[src/rtl/nor_seq_pkg.sv]
package nor_seq_pkg;
  localparam logic [2:0] OPC_RESET  = 3'd0;
  localparam logic [2:0] OPC_PROG   = 3'd1;
  localparam logic [2:0] OPC_SERASE = 3'd2;
  localparam logic [2:0] OPC_CERASE = 3'd3;
  localparam logic [2:0] OPC_READID = 3'd4;

  localparam logic [7:0] KEY_FIRST  = 8'hAA;
  localparam logic [7:0] KEY_SECOND = 8'h55;
  localparam logic [7:0] CODE_PROG  = 8'hA0;
  localparam logic [7:0] CODE_ESET  = 8'h80;
  localparam logic [7:0] CODE_SECT  = 8'h30;
  localparam logic [7:0] CODE_CHIP  = 8'h10;
  localparam logic [7:0] CODE_IDENT = 8'h90;
  localparam logic [7:0] CODE_EXIT  = 8'hF0;

  typedef enum logic [1:0] {BC_IDLE, BC_SETUP, BC_STROBE, BC_RECOV} bc_state_e;
  typedef enum logic [1:0] {PH_CMD, PH_POLL, PH_ABORT} phase_e;
  typedef enum logic [1:0] {SQ_IDLE, SQ_CMD, SQ_POLL, SQ_ABORT} sq_state_e;
endpackage

[src/rtl/nor_bus_cycle.sv]
module nor_bus_cycle #(
  parameter int AW = 19,
  parameter int DW = 16,
  parameter int SETUP_CYC = 1,
  parameter int WE_LO_CYC = 5,
  parameter int WE_HI_CYC = 4,
  parameter int RD_LO_CYC = 12
) (
  input  logic          clk,
  input  logic          rst,
  input  logic          start,
  input  logic          wr,
  input  logic [AW-1:0] addr,
  input  logic [DW-1:0] wdata,
  output logic          done,
  output logic [DW-1:0] rdata,
  output logic          ce_n,
  output logic          we_n,
  output logic          oe_n,
  output logic [AW-1:0] addr_o,
  output logic [DW-1:0] dq_o,
  output logic          dq_oe,
  input  logic [DW-1:0] dq_i
);
  import nor_seq_pkg::*;

  localparam int M1 = (SETUP_CYC > WE_LO_CYC) ? SETUP_CYC : WE_LO_CYC;
  localparam int M2 = (WE_HI_CYC > RD_LO_CYC) ? WE_HI_CYC : RD_LO_CYC;
  localparam int MAXC = (M1 > M2) ? M1 : M2;
  localparam int CW = $clog2(MAXC + 1);

  bc_state_e     st;
  logic [CW-1:0] cnt;
  logic          is_wr;

  always_ff @(posedge clk) begin
    if (rst) begin
      st     <= BC_IDLE;
      cnt    <= '0;
      is_wr  <= 1'b0;
      done   <= 1'b0;
      rdata  <= '0;
      ce_n   <= 1'b1;
      we_n   <= 1'b1;
      oe_n   <= 1'b1;
      addr_o <= '0;
      dq_o   <= '0;
      dq_oe  <= 1'b0;
    end else begin
      done <= 1'b0;
      case (st)
        BC_IDLE: if (start) begin
          ce_n   <= 1'b0;
          addr_o <= addr;
          dq_o   <= wr ? wdata : '0;
          dq_oe  <= wr;
          is_wr  <= wr;
          cnt    <= CW'(SETUP_CYC - 1);
          st     <= BC_SETUP;
        end
        BC_SETUP: if (cnt == '0) begin
          if (is_wr) begin
            we_n <= 1'b0;
            cnt  <= CW'(WE_LO_CYC - 1);
          end else begin
            oe_n <= 1'b0;
            cnt  <= CW'(RD_LO_CYC - 1);
          end
          st <= BC_STROBE;
        end else begin
          cnt <= cnt - 1'b1;
        end
        BC_STROBE: if (cnt == '0) begin
          we_n <= 1'b1;
          oe_n <= 1'b1;
          if (!is_wr) rdata <= dq_i;
          cnt <= CW'(WE_HI_CYC - 1);
          st  <= BC_RECOV;
        end else begin
          cnt <= cnt - 1'b1;
        end
        default: if (cnt == '0) begin
          ce_n  <= 1'b1;
          dq_oe <= 1'b0;
          done  <= 1'b1;
          st    <= BC_IDLE;
        end else begin
          cnt <= cnt - 1'b1;
        end
      endcase
    end
  end
endmodule

[src/rtl/nor_step_gen.sv]
module nor_step_gen #(
  parameter int AW = 19,
  parameter int DW = 16
) (
  input  nor_seq_pkg::phase_e phase,
  input  logic [2:0]          op,
  input  logic [2:0]          idx,
  input  logic                byte_mode,
  input  logic [AW-1:0]       tgt_addr,
  input  logic [DW-1:0]       tgt_data,
  output logic                st_wr,
  output logic [AW-1:0]       st_addr,
  output logic [DW-1:0]       st_data,
  output logic [2:0]          last_idx
);
  import nor_seq_pkg::*;

  logic [AW-1:0] key_a, key_b;
  assign key_a = byte_mode ? AW'(16'hAAAA) : AW'(16'h5555);
  assign key_b = byte_mode ? AW'(16'h5555) : AW'(16'h2AAA);

  function automatic logic [DW-1:0] cmd(input logic [7:0] c);
    return DW'(c);
  endfunction

  always_comb begin
    case (op)
      OPC_PROG:               last_idx = 3'd3;
      OPC_SERASE, OPC_CERASE: last_idx = 3'd5;
      OPC_READID:             last_idx = 3'd4;
      default:                last_idx = 3'd0;
    endcase
  end

  always_comb begin
    st_wr   = 1'b1;
    st_addr = key_a;
    st_data = cmd(CODE_EXIT);
    if (phase == PH_POLL) begin
      st_wr   = 1'b0;
      st_addr = tgt_addr;
      st_data = '0;
    end else if (phase == PH_CMD) begin
      if (op == OPC_PROG || op == OPC_SERASE || op == OPC_CERASE || op == OPC_READID) begin
        case (idx)
          3'd0: st_data = cmd(KEY_FIRST);
          3'd1: begin st_addr = key_b; st_data = cmd(KEY_SECOND); end
          3'd2: begin
            if (op == OPC_PROG)        st_data = cmd(CODE_PROG);
            else if (op == OPC_READID) st_data = cmd(CODE_IDENT);
            else                       st_data = cmd(CODE_ESET);
          end
          3'd3: begin
            if (op == OPC_PROG) begin
              st_addr = tgt_addr;
              st_data = tgt_data;
            end else if (op == OPC_READID) begin
              st_wr   = 1'b0;
              st_addr = tgt_addr;
              st_data = '0;
            end else begin
              st_data = cmd(KEY_FIRST);
            end
          end
          3'd4: begin
            if (op != OPC_READID) begin
              st_addr = key_b;
              st_data = cmd(KEY_SECOND);
            end
          end
          default: begin
            if (op == OPC_SERASE) begin
              st_addr = tgt_addr;
              st_data = cmd(CODE_SECT);
            end else begin
              st_data = cmd(CODE_CHIP);
            end
          end
        endcase
      end
    end
  end
endmodule

[src/rtl/nor_seq_ctrl.sv]
module nor_seq_ctrl #(
  parameter int AW = 19,
  parameter int DW = 16,
  parameter int TW = 32,
  parameter int PROG_TMO = 4000,
  parameter int SERASE_TMO = 2000000,
  parameter int CERASE_TMO = 2000000000
) (
  input  logic                 clk,
  input  logic                 rst,
  input  logic                 req_valid,
  output logic                 req_ready,
  input  logic [2:0]           req_op,
  input  logic [AW-1:0]        req_addr,
  input  logic [DW-1:0]        req_data,
  input  logic                 req_poll_toggle,
  input  logic                 byte_mode,
  output nor_seq_pkg::phase_e  phase,
  output logic [2:0]           op_q,
  output logic [2:0]           idx,
  output logic                 byte_q,
  output logic [AW-1:0]        addr_q,
  output logic [DW-1:0]        data_q,
  input  logic [2:0]           last_idx,
  output logic                 go,
  input  logic                 bus_done,
  input  logic [DW-1:0]        bus_rdata,
  output logic                 done_valid,
  output logic                 done_ok,
  output logic                 done_timeout,
  output logic [DW-1:0]        done_data
);
  import nor_seq_pkg::*;

  sq_state_e     st;
  logic [TW-1:0] tmo;
  logic [TW-1:0] limit;
  logic          tog_q, first, prev6, exp7, hit, polled;

  always_comb begin
    case (op_q)
      OPC_PROG:   limit = TW'(PROG_TMO);
      OPC_SERASE: limit = TW'(SERASE_TMO);
      default:    limit = TW'(CERASE_TMO);
    endcase
  end

  assign exp7   = (op_q == OPC_PROG) ? data_q[7] : 1'b1;
  assign hit    = tog_q ? (!first && (bus_rdata[6] == prev6)) : (bus_rdata[7] == exp7);
  assign polled = (op_q == OPC_PROG) || (op_q == OPC_SERASE) || (op_q == OPC_CERASE);

  always_comb begin
    case (st)
      SQ_POLL:  phase = PH_POLL;
      SQ_ABORT: phase = PH_ABORT;
      default:  phase = PH_CMD;
    endcase
  end

  always_ff @(posedge clk) begin
    if (rst) begin
      st           <= SQ_IDLE;
      req_ready    <= 1'b1;
      op_q         <= '0;
      idx          <= '0;
      byte_q       <= 1'b0;
      addr_q       <= '0;
      data_q       <= '0;
      tog_q        <= 1'b0;
      first        <= 1'b1;
      prev6        <= 1'b0;
      tmo          <= '0;
      go           <= 1'b0;
      done_valid   <= 1'b0;
      done_ok      <= 1'b0;
      done_timeout <= 1'b0;
      done_data    <= '0;
    end else begin
      go         <= 1'b0;
      done_valid <= 1'b0;
      case (st)
        SQ_IDLE: if (req_valid && req_ready) begin
          op_q      <= req_op;
          addr_q    <= req_addr;
          data_q    <= req_data;
          byte_q    <= byte_mode;
          tog_q     <= req_poll_toggle;
          idx       <= '0;
          req_ready <= 1'b0;
          go        <= 1'b1;
          st        <= SQ_CMD;
        end
        SQ_CMD: if (bus_done) begin
          if (op_q == OPC_READID && idx == 3'd3) done_data <= bus_rdata;
          if (idx == last_idx) begin
            if (polled) begin
              st    <= SQ_POLL;
              tmo   <= '0;
              first <= 1'b1;
              go    <= 1'b1;
            end else begin
              st           <= SQ_IDLE;
              req_ready    <= 1'b1;
              done_valid   <= 1'b1;
              done_ok      <= 1'b1;
              done_timeout <= 1'b0;
            end
          end else begin
            idx <= idx + 1'b1;
            go  <= 1'b1;
          end
        end
        SQ_POLL: begin
          tmo <= tmo + 1'b1;
          if (bus_done) begin
            prev6 <= bus_rdata[6];
            first <= 1'b0;
            if (hit) begin
              st           <= SQ_IDLE;
              req_ready    <= 1'b1;
              done_valid   <= 1'b1;
              done_ok      <= 1'b1;
              done_timeout <= 1'b0;
            end else if (tmo >= limit) begin
              st <= SQ_ABORT;
              go <= 1'b1;
            end else begin
              go <= 1'b1;
            end
          end
        end
        default: if (bus_done) begin
          st           <= SQ_IDLE;
          req_ready    <= 1'b1;
          done_valid   <= 1'b1;
          done_ok      <= 1'b0;
          done_timeout <= 1'b1;
        end
      endcase
    end
  end
endmodule

[src/rtl/nor_cmd_sequencer.sv]
module nor_cmd_sequencer #(
  parameter int AW = 19,
  parameter int DW = 16,
  parameter int TW = 32,
  parameter int SETUP_CYC = 1,
  parameter int WE_LO_CYC = 5,
  parameter int WE_HI_CYC = 4,
  parameter int RD_LO_CYC = 12,
  parameter int PROG_TMO = 4000,
  parameter int SERASE_TMO = 2000000,
  parameter int CERASE_TMO = 2000000000
) (
  input  logic          clk,
  input  logic          rst,
  input  logic          req_valid,
  output logic          req_ready,
  input  logic [2:0]    req_op,
  input  logic [AW-1:0] req_addr,
  input  logic [DW-1:0] req_data,
  input  logic          req_poll_toggle,
  input  logic          byte_mode,
  output logic          done_valid,
  output logic          done_ok,
  output logic          done_timeout,
  output logic [DW-1:0] done_data,
  output logic          fl_ce_n,
  output logic          fl_we_n,
  output logic          fl_oe_n,
  output logic [AW-1:0] fl_addr,
  output logic [DW-1:0] fl_dq_out,
  output logic          fl_dq_oe,
  input  logic [DW-1:0] fl_dq_in
);
  nor_seq_pkg::phase_e phase;
  logic [2:0]    op_q, idx, last_idx;
  logic          byte_q, go, bus_done, st_wr;
  logic [AW-1:0] addr_q, st_addr;
  logic [DW-1:0] data_q, st_data, bus_rdata;

  nor_seq_ctrl #(
    .AW(AW), .DW(DW), .TW(TW),
    .PROG_TMO(PROG_TMO), .SERASE_TMO(SERASE_TMO), .CERASE_TMO(CERASE_TMO)
  ) u_ctrl (
    .clk(clk), .rst(rst),
    .req_valid(req_valid), .req_ready(req_ready), .req_op(req_op),
    .req_addr(req_addr), .req_data(req_data),
    .req_poll_toggle(req_poll_toggle), .byte_mode(byte_mode),
    .phase(phase), .op_q(op_q), .idx(idx), .byte_q(byte_q),
    .addr_q(addr_q), .data_q(data_q), .last_idx(last_idx),
    .go(go), .bus_done(bus_done), .bus_rdata(bus_rdata),
    .done_valid(done_valid), .done_ok(done_ok),
    .done_timeout(done_timeout), .done_data(done_data)
  );

  nor_step_gen #(.AW(AW), .DW(DW)) u_step (
    .phase(phase), .op(op_q), .idx(idx), .byte_mode(byte_q),
    .tgt_addr(addr_q), .tgt_data(data_q),
    .st_wr(st_wr), .st_addr(st_addr), .st_data(st_data), .last_idx(last_idx)
  );

  nor_bus_cycle #(
    .AW(AW), .DW(DW), .SETUP_CYC(SETUP_CYC), .WE_LO_CYC(WE_LO_CYC),
    .WE_HI_CYC(WE_HI_CYC), .RD_LO_CYC(RD_LO_CYC)
  ) u_bus (
    .clk(clk), .rst(rst), .start(go), .wr(st_wr), .addr(st_addr),
    .wdata(st_data), .done(bus_done), .rdata(bus_rdata),
    .ce_n(fl_ce_n), .we_n(fl_we_n), .oe_n(fl_oe_n), .addr_o(fl_addr),
    .dq_o(fl_dq_out), .dq_oe(fl_dq_oe), .dq_i(fl_dq_in)
  );
endmodule

[config.mk]
export PLATFORM = sky130hd
export DESIGN_NAME = nor_cmd_sequencer
export DESIGN_NICKNAME = d
export VERILOG_FILES = /design/src/rtl/nor_seq_pkg.sv /design/src/rtl/nor_bus_cycle.sv /design/src/rtl/nor_step_gen.sv /design/src/rtl/nor_seq_ctrl.sv /design/src/rtl/nor_cmd_sequencer.sv
export SDC_FILE = /design/constraint.sdc
export NUM_CORES = 1
export LEC_CHECK = 0
export ABC_AREA = 0
export BUFFER_PORTS_ARGS = -buffer_cell sky130_fd_sc_hd__buf_2
export CORE_ASPECT_RATIO = 0.9
export CORE_UTILIZATION = 57
export CTS_CLUSTER_DIAMETER = 100
export CTS_CLUSTER_SIZE = 14
export DETAILED_ROUTE_END_ITERATION = 8
export GPL_ROUTABILITY_DRIVEN = 0
export GPL_TIMING_DRIVEN = 1
export PLACE_DENSITY = 0.84
export SYNTH_ARGS = -nofsm -noshare
export SYNTH_HDL_FRONTEND = slang
export SYNTH_SLANG_ARGS = --single-unit
[constraint.sdc]
create_clock -name clk -period 3.3 [get_ports clk]
set_input_delay 0.165 -clock clk [delete_from_list [all_inputs] [get_ports clk]]
set_output_delay 0.165 -clock clk [all_outputs]
set_load 0.01 [all_outputs]
==> results of run 1 <==
-- layer usage --
metal  global-route usage (%)  share of wire, %  vias to the layer above
li1                         -                 -                     3853
met4                     14.3               2.9                        0
met3                     6.61               7.1                       70
met2                     49.5                46                      432
met1                     39.8                44                     3681
met5                        0                 0                        -
-- layout by cell type (no fill, tap or decap), types with 4 or more instances in the layout --
cell           synthesis  routed
buf_4                  3      21
a221oi_1              17      17
a21oi_1              121     121
nor4_1                12      12
nor2b_1                9       9
a21boi_0               7       7
dfxtp_1              163     163
clkbuf_16              0      17
or3_1                 15      15
inv_1                 29      29
mux2i_1                8       8
and2_1                 8       8
inv_8                  0       8
o21ai_0               51      51
dlygate4sd3_1          0      50
and4_1                 6       6
nand3_1               20      20
and3_1                 8       8
a211oi_1               6       6
o2111ai_1             10      10
a31oi_1                5       5
xnor2_1                6       6
nand2_1              197     197
a21o_1                 4       4
nor2_1                82      82
nand4_1                8       8
o211ai_1              10      10
xor2_1                16      16
ha_1                  36      36
a211o_1                6       6
nand2b_1              10      10
buf_2                  9     116
nor3_1                13      13
a22oi_1               12      12
-- report_power, final --
part / internal, mW / total, mW / switching, mW
Clock: 1.02 / 1.94 / 0.927
Sequential: 2.20 / 2.42 / 0.218
Combinational: 0.670 / 1.82 / 1.15
Total: 3.89 / 6.18 / 2.29
-- cells by family after synthesis --
logic type      Yosys count  synth area share, %
simple gates            405                 23.3
xor+xnor                 22                 2.39
flops                   163                 40.5
buf+inv                  91                 4.52
fa+ha+maj                36                 5.59
compound gates          284                 22.5
mux                       9                 1.13
-- state kept, by name, indices dropped and copies added, names as in the netlist, 2 cells and up --
| signal | flops |
|---|---|
| u_ctrl.done_data | 16 |
| u_ctrl.addr_q | 19 |
| u_ctrl.st | 2 |
| u_bus.addr_o | 19 |
| u_bus.cnt | 4 |
| u_ctrl.idx | 3 |
| u_ctrl.op_q | 3 |
| u_ctrl.tmo | 32 |
| u_bus.st | 2 |
| u_bus.rdata | 16 |
| u_bus.dq_o | 16 |
| u_ctrl.data_q | 16 |
-- critical path, cell delays in order, from the launching register on --
cell and delay [ns]:
dfxtp_1 0.67, nor3b_2 0.34, inv_1 0.17, nand2_1 0.14, inv_1 0.06, ha_1 0.29
nand4b_1 0.11, nor4_1 0.23, o22ai_1 0.15, a211o_1 0.30, a31oi_1 0.29, mux2i_1 0.22
-- worst paths after layout --
check / start / endpoint / depth (start not counted) / slack [ns]
setup / recovery: u_ctrl.op_q[1] / u_ctrl.st[1] / 11 / 0.28
setup reg to reg: u_ctrl.op_q[1] / u_ctrl.st[1] / 11 / 0.28
hold reg to reg: u_ctrl.done_data[4] / u_ctrl.done_data[4] / 2 / 0.45
hold / removal: req_addr[14] / u_ctrl.addr_q[14] / 3 / 0.01
-- stage by stage --
stage	util, %	instances
2_1_floorplan	-	1010
6_report	72.8	1357
3_5_place_dp	64.8	1275
4_1_cts	72.8	1357
3_3_place_gp	64.8	1275
5_1_grt	72.8	1357
-- area by class of cell --
type                       instances  area (µm²)
inverter                          30         113
sequential                       163        3260
clock inverter                    15         155
timing repair buffer             187        1240
multi-input combinational        756        4440
fill                            1008        3690
tap                              189         236
clock buffer                      17         425
==> results.cfg, run 1 <==
[setup_path]
worstPathMaxFanout = 15
worst_setup_path_end_kind = flop
crit_arrival_ns = 3.39
cp_data_required_time_ns = 3.67
timing.setup.critical_path_class = flop to flop
critical_path.startpoint_type = flop

[clock_tree]
cts-resized-gates = 0
cts_max_level = 4
cts.hold.buffers_added = 50
clock_path_buffers = 2
clkSinkCount = 163
root_buffer = clkbuf_16
cts.clk_slew.worst_paths_ns = 0.07
postcts_setup_bufs = 0
worst_skew_pair.late_latency_ns = 0.44
cts_buffers = 17
cts_tree = yes

[job]
drv_cap = 0

[grt]
global_route.overflow_total = 0
grt.total_usage_pct = 30.8
grt_first_pass_wirelength_mm = 35.9
grt_start_max_net_pins = 82
via_count_of_the_first_global_routing_pass = 7453
grt_antenna_before_repair = 0

[sta]
worst_slew_pin_tran_ns = 0.835
max_slew_violation_total_from_the_final_report = 0
unrepaired_setup_endpoints_after_global_routing = no
clock-skew-final_ns = 0.0193
max_freq_mhz = 331
slew-limit-headroom_pct = 44.3
final_critical_path_setup_slack_ns = 0.275
hold_violations = 0
post-route-period-util_pct = 91.7
post-route-min-period_ns = 3.02
setup_violations = 0
hold_ws_ns = 0.0101
fin_tns_setup_ns = 0

[floorplan]
floorplan.rows = 40
start_util_pct = 59.4
ios = 118
die-area_um2 = 14600
core_area_um2 = 13600
fp.dieW_um = 127
fp.dieH_um = 115

[final_layout]
final_design_area_no_fill_um2 = 9880
layout.nets = 1250
fraction_of_final_layout_cells_sized_beyond_drive_strength_1_pct = 16.1
count_of_inserted_antenna_diode_cells = 0
layout-area-overhead-vs-synth_pct = 22.6

[synthesis]
ys_top_cells_by_area = dfxtp_1 (40%), nand2_1 (9.2%), a21oi_1 (7.5%), ha_1 (5.6%), nor2_1 (3.8%)
number_of_synthesis_warnings = 0
syn_nets = 1105
syn-mean-instance-area_um2 = 7.98
fraction_of_synthesized_cell_area_taken_by_the_top_area_cell_type_pct = 40.5
post-synth-top-area-cell = dfxtp_1
yosys_register_bits = 163
synth-seq-area-share_pct = 40.5
synth_cell_types = 70
syn_area_um2 = 8060
synth.most_common_cell = nand2_1
synth_enable_flop_cells = 0
top_cells_by_instance_count_after_synthesis = nand2_1 (197), dfxtp_1 (163), a21oi_1 (121)
async_reset_ff_share_pct = 0
synth_cells = 1010
primary_flip_flop_cell_chosen_by_synthesis_mapping = dfxtp_1

[detailed_routing]
drt_first_pass_iters = 8
drt-vias-per-instance = 5.92
1st_iter_drt_viols = 828
routed_wl_mm = 22.3
vias = 8036
avgRoutedWirePerCell_um = 16.4
drt.antenna.violating_nets = 0
drcViolationCount = 0

[hold_path]
min_path_type = input port to flop

[place]
port-buffer-count = 117
pre_cts_slack_ns = 0.353
cell_area_reported_after_detailed_placement_um2 = 8790
estimated_wirelength_of_the_detail_placed_design_mm = 14.3

[power_and_ir_drop]
post-layout-total-power_mw = 6.18
power.leakage_nw = 3.98
p_per_area_nw_per_um2 = 626
ir_worst_vdd_v = 0.000489

[run_status]
run_status = complete, no violations
Power figures use the tool's default switching activity.
==> inputs of run 2 (changes only) <==
--- a/config.mk
+++ b/config.mk
@@ -15,6 +15,8 @@
 export GPL_ROUTABILITY_DRIVEN = 0
 export GPL_TIMING_DRIVEN = 1
 export PLACE_DENSITY = 0.84
+export RECOVER_POWER = 50
+export SKIP_LAST_GASP = 1
 export SYNTH_ARGS = -nofsm -noshare
 export SYNTH_HDL_FRONTEND = slang
 export SYNTH_SLANG_ARGS = --single-unit
==> run 2 against run 1 <==
Non-clock buffer count unchanged. Critical path type unchanged. Sequential share of layout area increased by 0.30 points. Combinational power about the same. Register-to-register slack got worse by 0.02 ns. Count of clock-buffer cells in the layout unchanged. Setup slack got worse by 0.022 ns.
==> results.cfg, run 2 (synthesized netlist as in run 1, its figures left out) <==
[setup_path]
worst_setup_path_end_kind = flop
timing.setup.critical_path_class = flop to flop
r2r.worst_path.cells = 9
critical_path.startpoint_type = flop
worstSetupEndpoint = u_ctrl.st[1]
worstReg2RegStart = u_ctrl.st[1]
crit_arrival_ns = 3.41
reg2reg_setup_slack_ns = 0.25
r2r-end = u_ctrl.st[1]
cp_data_required_time_ns = 3.66
critPathLaunch = u_ctrl.st[1]
worstPathMaxFanout = 22

[sta]
fin_tns_setup_ns = 0
setup_violations = 0
max_freq_mhz = 328
max_slew_violation_total_from_the_final_report = 0
worst_slew_pin_tran_ns = 1.13
unrepaired_setup_endpoints_after_global_routing = no
post-route-min-period_ns = 3.05
clock-skew-final_ns = 0.0200
hold_violations = 0
hold_ws_ns = 0.0122
post-route-period-util_pct = 92.3
slew-limit-headroom_pct = 24.9

[final_layout]
layout_commonest_cell = nand2_1
reg.largest.list = u_ctrl.tmo (32), u_bus.addr_o (19), u_ctrl.addr_q (19)
layout.cells.most_common_list = nand2_1 (197), dfxtp_1 (163), a21oi_1 (121)
largest_register_ffs = 32
fraction_of_final_layout_cells_sized_beyond_drive_strength_1_pct = 10.6
count_of_inserted_antenna_diode_cells = 0
layout-area-overhead-vs-synth_pct = 21.5
nFillCells = 1060
layout.nets = 1250
largest-register = u_ctrl.tmo

[detailed_routing]
drt_first_pass_iters = 6
drt-vias-per-instance = 5.92
drt.antenna.violating_nets = 0
vias = 8037
drcViolationCount = 0
avgRoutedWirePerCell_um = 16.5
routed_wl_mm = 22.4
1st_iter_drt_viols = 993

[floorplan]
die-area_um2 = 14600
core_area_um2 = 13600
fp.dieW_um = 127
ios = 118
start_util_pct = 59.4
floorplan.rows = 40
fp.dieH_um = 115

[grt]
grt_antenna_before_repair = 0
grt_first_pass_wirelength_mm = 35.9
grt_start_max_net_pins = 82
grt-busiest-layer = met2
global_route.overflow_total = 0
grt.total_usage_pct = 30.8
gr-usage-met3_pct = 6.61
grt_use_met2_pct = 49.5
grt_util_met1_pct = 39.8
via_count_of_the_first_global_routing_pass = 7453

[clock_tree]
cts_buffers = 17
cts_tree = yes
cts-resized-gates = 0
cts.clk_slew.worst_paths_ns = 0.06
clkSinkCount = 163
root_buffer = clkbuf_16
worst_skew_pair.late_latency_ns = 0.44
cts_max_level = 4
clock_path_buffers = 2

[place]
estimated_wirelength_of_the_detail_placed_design_mm = 14.3
port-buffer-count = 117

[power_and_ir_drop]
p_per_area_nw_per_um2 = 629
power.leakage_nw = 3.72
ir_worst_vdd_v = 0.000483

[job]
drv_cap = 0

[run_status]
run_status = complete, no violations

[hold_path]
min_path_type = input port to flop
==> run 2: changes by cell type in the layout (fill, tap and decap cells not counted), sizes merged <==
cell and delta:
buf -63, clkbuf +63
==> run 2: metrics by stage <==
stage | cell area, µm² | utilization [%] | cells | total power, mW | setup slack (ns)
2_1_floorplan | 8060 | - | 1010 | 3.65 | 0.620
3_3_place_gp | 8790 | 64.8 | 1275 | 4.09 | 0.508
3_5_place_dp | 8790 | 64.8 | 1275 | 4.15 | 0.353
4_1_cts | 9880 | 72.8 | 1357 | 6.13 | 0.330
5_1_grt | 9790 | 72.2 | 1357 | 6.46 | 0.0680
6_report | 9790 | 72.2 | 1357 | 6.16 | 0.253
==> run 2: critical path, stage by stage (launching register included) <==
cell and delay [ns]:
dfxtp_1 0.39, inv_1 0.13, ha_1 0.32, and3_1 0.23, clkbuf_1 0.84, a21oi_1 0.16, a221oi_1 0.23, o21ai_0 0.16
a31oi_1 0.30, mux2i_1 0.22
==> run 2: report_power, final <==
part,switching (mW),internal [mW]
sequential,0.221,2.20
combinational,1.15,0.640
clock,0.928,1.02
==> run 2: worst min path at each step <==
stage,start,endpoint,depth (start not counted)
final,req_addr[14],u_ctrl.addr_q[14],3
after global routing,req_op[2],u_ctrl.op_q[2],3
after CTS,req_addr[14],u_ctrl.addr_q[14],3
after detailed placement,req_addr[3],u_ctrl.addr_q[3],3
after global placement,fl_dq_in[11],u_bus.rdata[11],3
after floorplan,req_data[1],u_ctrl.data_q[1],2
==> run 2: what timing repair did <==
| item | CTS | global route |
|---|---|---|
| buffers inserted | 0 | 0 |
| hold endpoints to repair | 50 | 0 |
| hold buffers | 50 | 0 |
==> run 2: per-layer routing <==
layer | wire, µm | vias up
met3 | 1750 | 74
met1 | 9820 | 3684
met5 | 0 | -
met2 | 10200 | 418
li1 | - | 3861
met4 | 667 | 0
==> run 2: area by class of cell <==
| class | count | area [µm²] | area share, % |
|---|---|---|---|
| Multi-Input combinational cell | 756 | 4440 | 45.4 |
| Sequential cell | 163 | 3260 | 33.3 |
| Timing Repair Buffer | 187 | 1150 | 11.7 |
| Clock buffer | 17 | 425 | 4.35 |
| Tap cell | 189 | 236 | 2.42 |
| Clock inverter | 15 | 155 | 1.59 |
| Inverter | 30 | 113 | 1.15 |
==> inputs of run 3 (changes only) <==
--- a/config.mk
+++ b/config.mk
@@ -14,7 +14,7 @@
 export DETAILED_ROUTE_END_ITERATION = 8
 export GPL_ROUTABILITY_DRIVEN = 0
 export GPL_TIMING_DRIVEN = 1
-export PLACE_DENSITY = 0.84
+export PLACE_DENSITY = 0.89
 export RECOVER_POWER = 50
 export SKIP_LAST_GASP = 1
 export SYNTH_ARGS = -nofsm -noshare
==> run 3 against run 2 <==
The run now ends with capacitance limit, slew limit left. Global-route usage increased by 1.2 points. First-iteration DRC count increased by 9.4%. Clock power barely moved. Setup slack improved by 0.053 ns. Final cell count down 0.15%. Flip-flop and latch count stayed put. Clock skew fell by 0.0075 ns. Via count grew 1.3%. Die area stayed put. Register-to-register slack gained 0.05 ns. Largest cell class unchanged. Largest power group unchanged. Highest routed layer unchanged.
==> results.cfg, run 3 (synthesized netlist as in run 1, its figures left out) <==
[sta]
fin_tns_setup_ns = 0
final_critical_path_setup_slack_ns = 0.306
hold_violations = 0
post-route-period-util_pct = 90.7
clock-skew-final_ns = 0.0125
post-route-min-period_ns = 2.99
max_slew_violation_total_from_the_final_report = 38
max_freq_mhz = 334
worst_slew_pin_tran_ns = 1.71
slew-limit-headroom_pct = -14.0
unrepaired_setup_endpoints_after_global_routing = no
setup_violations = 0

[setup_path]
crit_arrival_ns = 3.36
cp_data_required_time_ns = 3.66
worstPathMaxFanout = 11
r2r.worst_path.cells = 11
cell_breakdown_of_the_critical_path = nor3b_2, inv_1, nand2_1, inv_1, ha_1, nand4b_1, nor4_1, o22ai_1, a211o_1, a31oi_1, mux2i_1
cpLargestDelayFamily = simple AND/OR/NAND/NOR gates
worstSetupEndpoint = u_ctrl.st[0]
reg2reg_setup_slack_ns = 0.31
worstReg2RegStart = u_ctrl.op_q[0]
crit_cells = 11
timing.setup.critical_path_class = flop to flop
worst_path_max_delay_cell = dfxtp_2
critPathLaunch = u_ctrl.op_q[0]
critical_path.startpoint_type = flop
critical_path.most_common_cell = inv_1
worst_setup_path_end_kind = flop
cp_num_buf_inv = 2
cpPeakStageDelay_ns = 0.40
r2r-end = u_ctrl.st[0]

[clock_tree]
cts_buffers = 17
worst_skew_pair.late_latency_ns = 0.44
root_buffer = clkbuf_16
clkSinkCount = 163
postcts_setup_bufs = 0
cts_max_level = 4
cts.clk_slew.worst_paths_ns = 0.07
cts_tree = yes
clock_path_buffers = 2

[detailed_routing]
1st_iter_drt_viols = 1086
drcViolationCount = 0
drt_first_pass_iters = 6
routed_wl_mm = 23.1
vias = 8139
avgRoutedWirePerCell_um = 17.0
drt-vias-per-instance = 6.01
drt.antenna.violating_nets = 0

[final_layout]
layout.cells.most_common_list = nand2_1 (197), dfxtp_1 (161), a21oi_1 (121)
reg.largest.list = u_ctrl.tmo (32), u_bus.addr_o (19), u_ctrl.addr_q (19)
nFillCells = 999
regArea_um2 = 3270
combined_area_of_the_multi_input_logic_cells_um2 = 4440
largest_register_ffs = 32
largest-register = u_ctrl.tmo
layout.nets = 1248
layout-area-overhead-vs-synth_pct = 21.6
fraction_of_final_layout_cells_sized_beyond_drive_strength_1_pct = 10.7
layout_commonest_cell = nand2_1
count_of_inserted_antenna_diode_cells = 0

[grt]
global_route.overflow_total = 0
grt_start_max_net_pins = 79
grt.total_usage_pct = 32.0
via_count_of_the_first_global_routing_pass = 7617
grt_first_pass_wirelength_mm = 37.1
grt_antenna_before_repair = 0

[place]
port-buffer-count = 117
pre_cts_slack_ns = 0.318
estimated_wirelength_of_the_detail_placed_design_mm = 14.0

[floorplan]
die-area_um2 = 14600
core_area_um2 = 13600
fp.dieW_um = 127
floorplan.rows = 40
start_util_pct = 59.4
ios = 118
fp.dieH_um = 115

[power_and_ir_drop]
ir_worst_vdd_v = 0.000407
p_per_area_nw_per_um2 = 629
power.leakage_nw = 3.73

[run_status]
run_status = complete, but fails checks
failed_checks = capacitance limit, slew limit

[hold_path]
min_path_type = input port to flop

[job]
drv_cap = 1
run 3: report_power, final:
group	switching, mW	internal, mW
Clock	0.952	1.02
Combinational	1.15	0.632
Sequential	0.209	2.21
Total	2.31	3.85
run 3: layer usage:
| layer | GRT usage [%] | routed length (µm) |
|---|---|---|
| met5 | 0 | 0 |
| met1 | 40.9 | 9770 |
| met2 | 52.4 | 10700 |
| met4 | 14.0 | 692 |
| met3 | 6.75 | 1890 |
run 3: final cells by class:
type | count | share of cell area, %
flip-flops and latches | 163 | 33.3
inverters | 30 | 1.15
clock inverters | 15 | 1.60
clock buffers | 17 | 4.34
well taps | 189 | 2.41
repair buffers | 185 | 11.8
multi-input cells | 756 | 45.4
run 3: how the worst min path moves through the flow:
stage / slack [ns] / cells after the start / endpoint / from
2_1_floorplan: 0.30 / 2 / u_ctrl.data_q[1] / req_data[1]
3_3_place_gp: 0.41 / 3 / u_ctrl.data_q[8] / req_data[8]
3_5_place_dp: 0.41 / 3 / u_ctrl.byte_q / byte_mode
4_1_cts: 0.01 / 3 / u_ctrl.data_q[15] / req_data[15]
5_1_grt: 0.01 / 3 / u_ctrl.op_q[0] / req_op[0]
6_report: 0.02 / 3 / u_ctrl.addr_q[5] / req_addr[5]
run 3: timing repair:
item                                   in CTS  in global routing
setup endpoints to repair                   0                  1
hold buffers                               52                  1
gates resized for setup                     0                  2
endpoints found under the hold margin      52                  1
run 3: tightest hold or removal path: cells and delay by family:
family | cells | cell delay [ns]
AOI/OAI and AO/OA | 1 | 0.07
buffers and inverters | 1 | 0.09
and+or+nand+nor | 1 | 0.07
run 3: per-stage QoR:
stage	total power [mW]	utilization, %	instance area (µm²)	std cells	hold WS, ns
final	6.16	72.2	9790	1355	0.0203
after global routing	6.48	72.2	9790	1355	0.00983
after CTS	6.11	72.7	9860	1354	0.0121
after detailed placement	4.12	64.6	8760	1270	0.411
after global placement	4.06	64.6	8760	1270	0.405
after floorplan	3.65	-	8060	1010	0.301
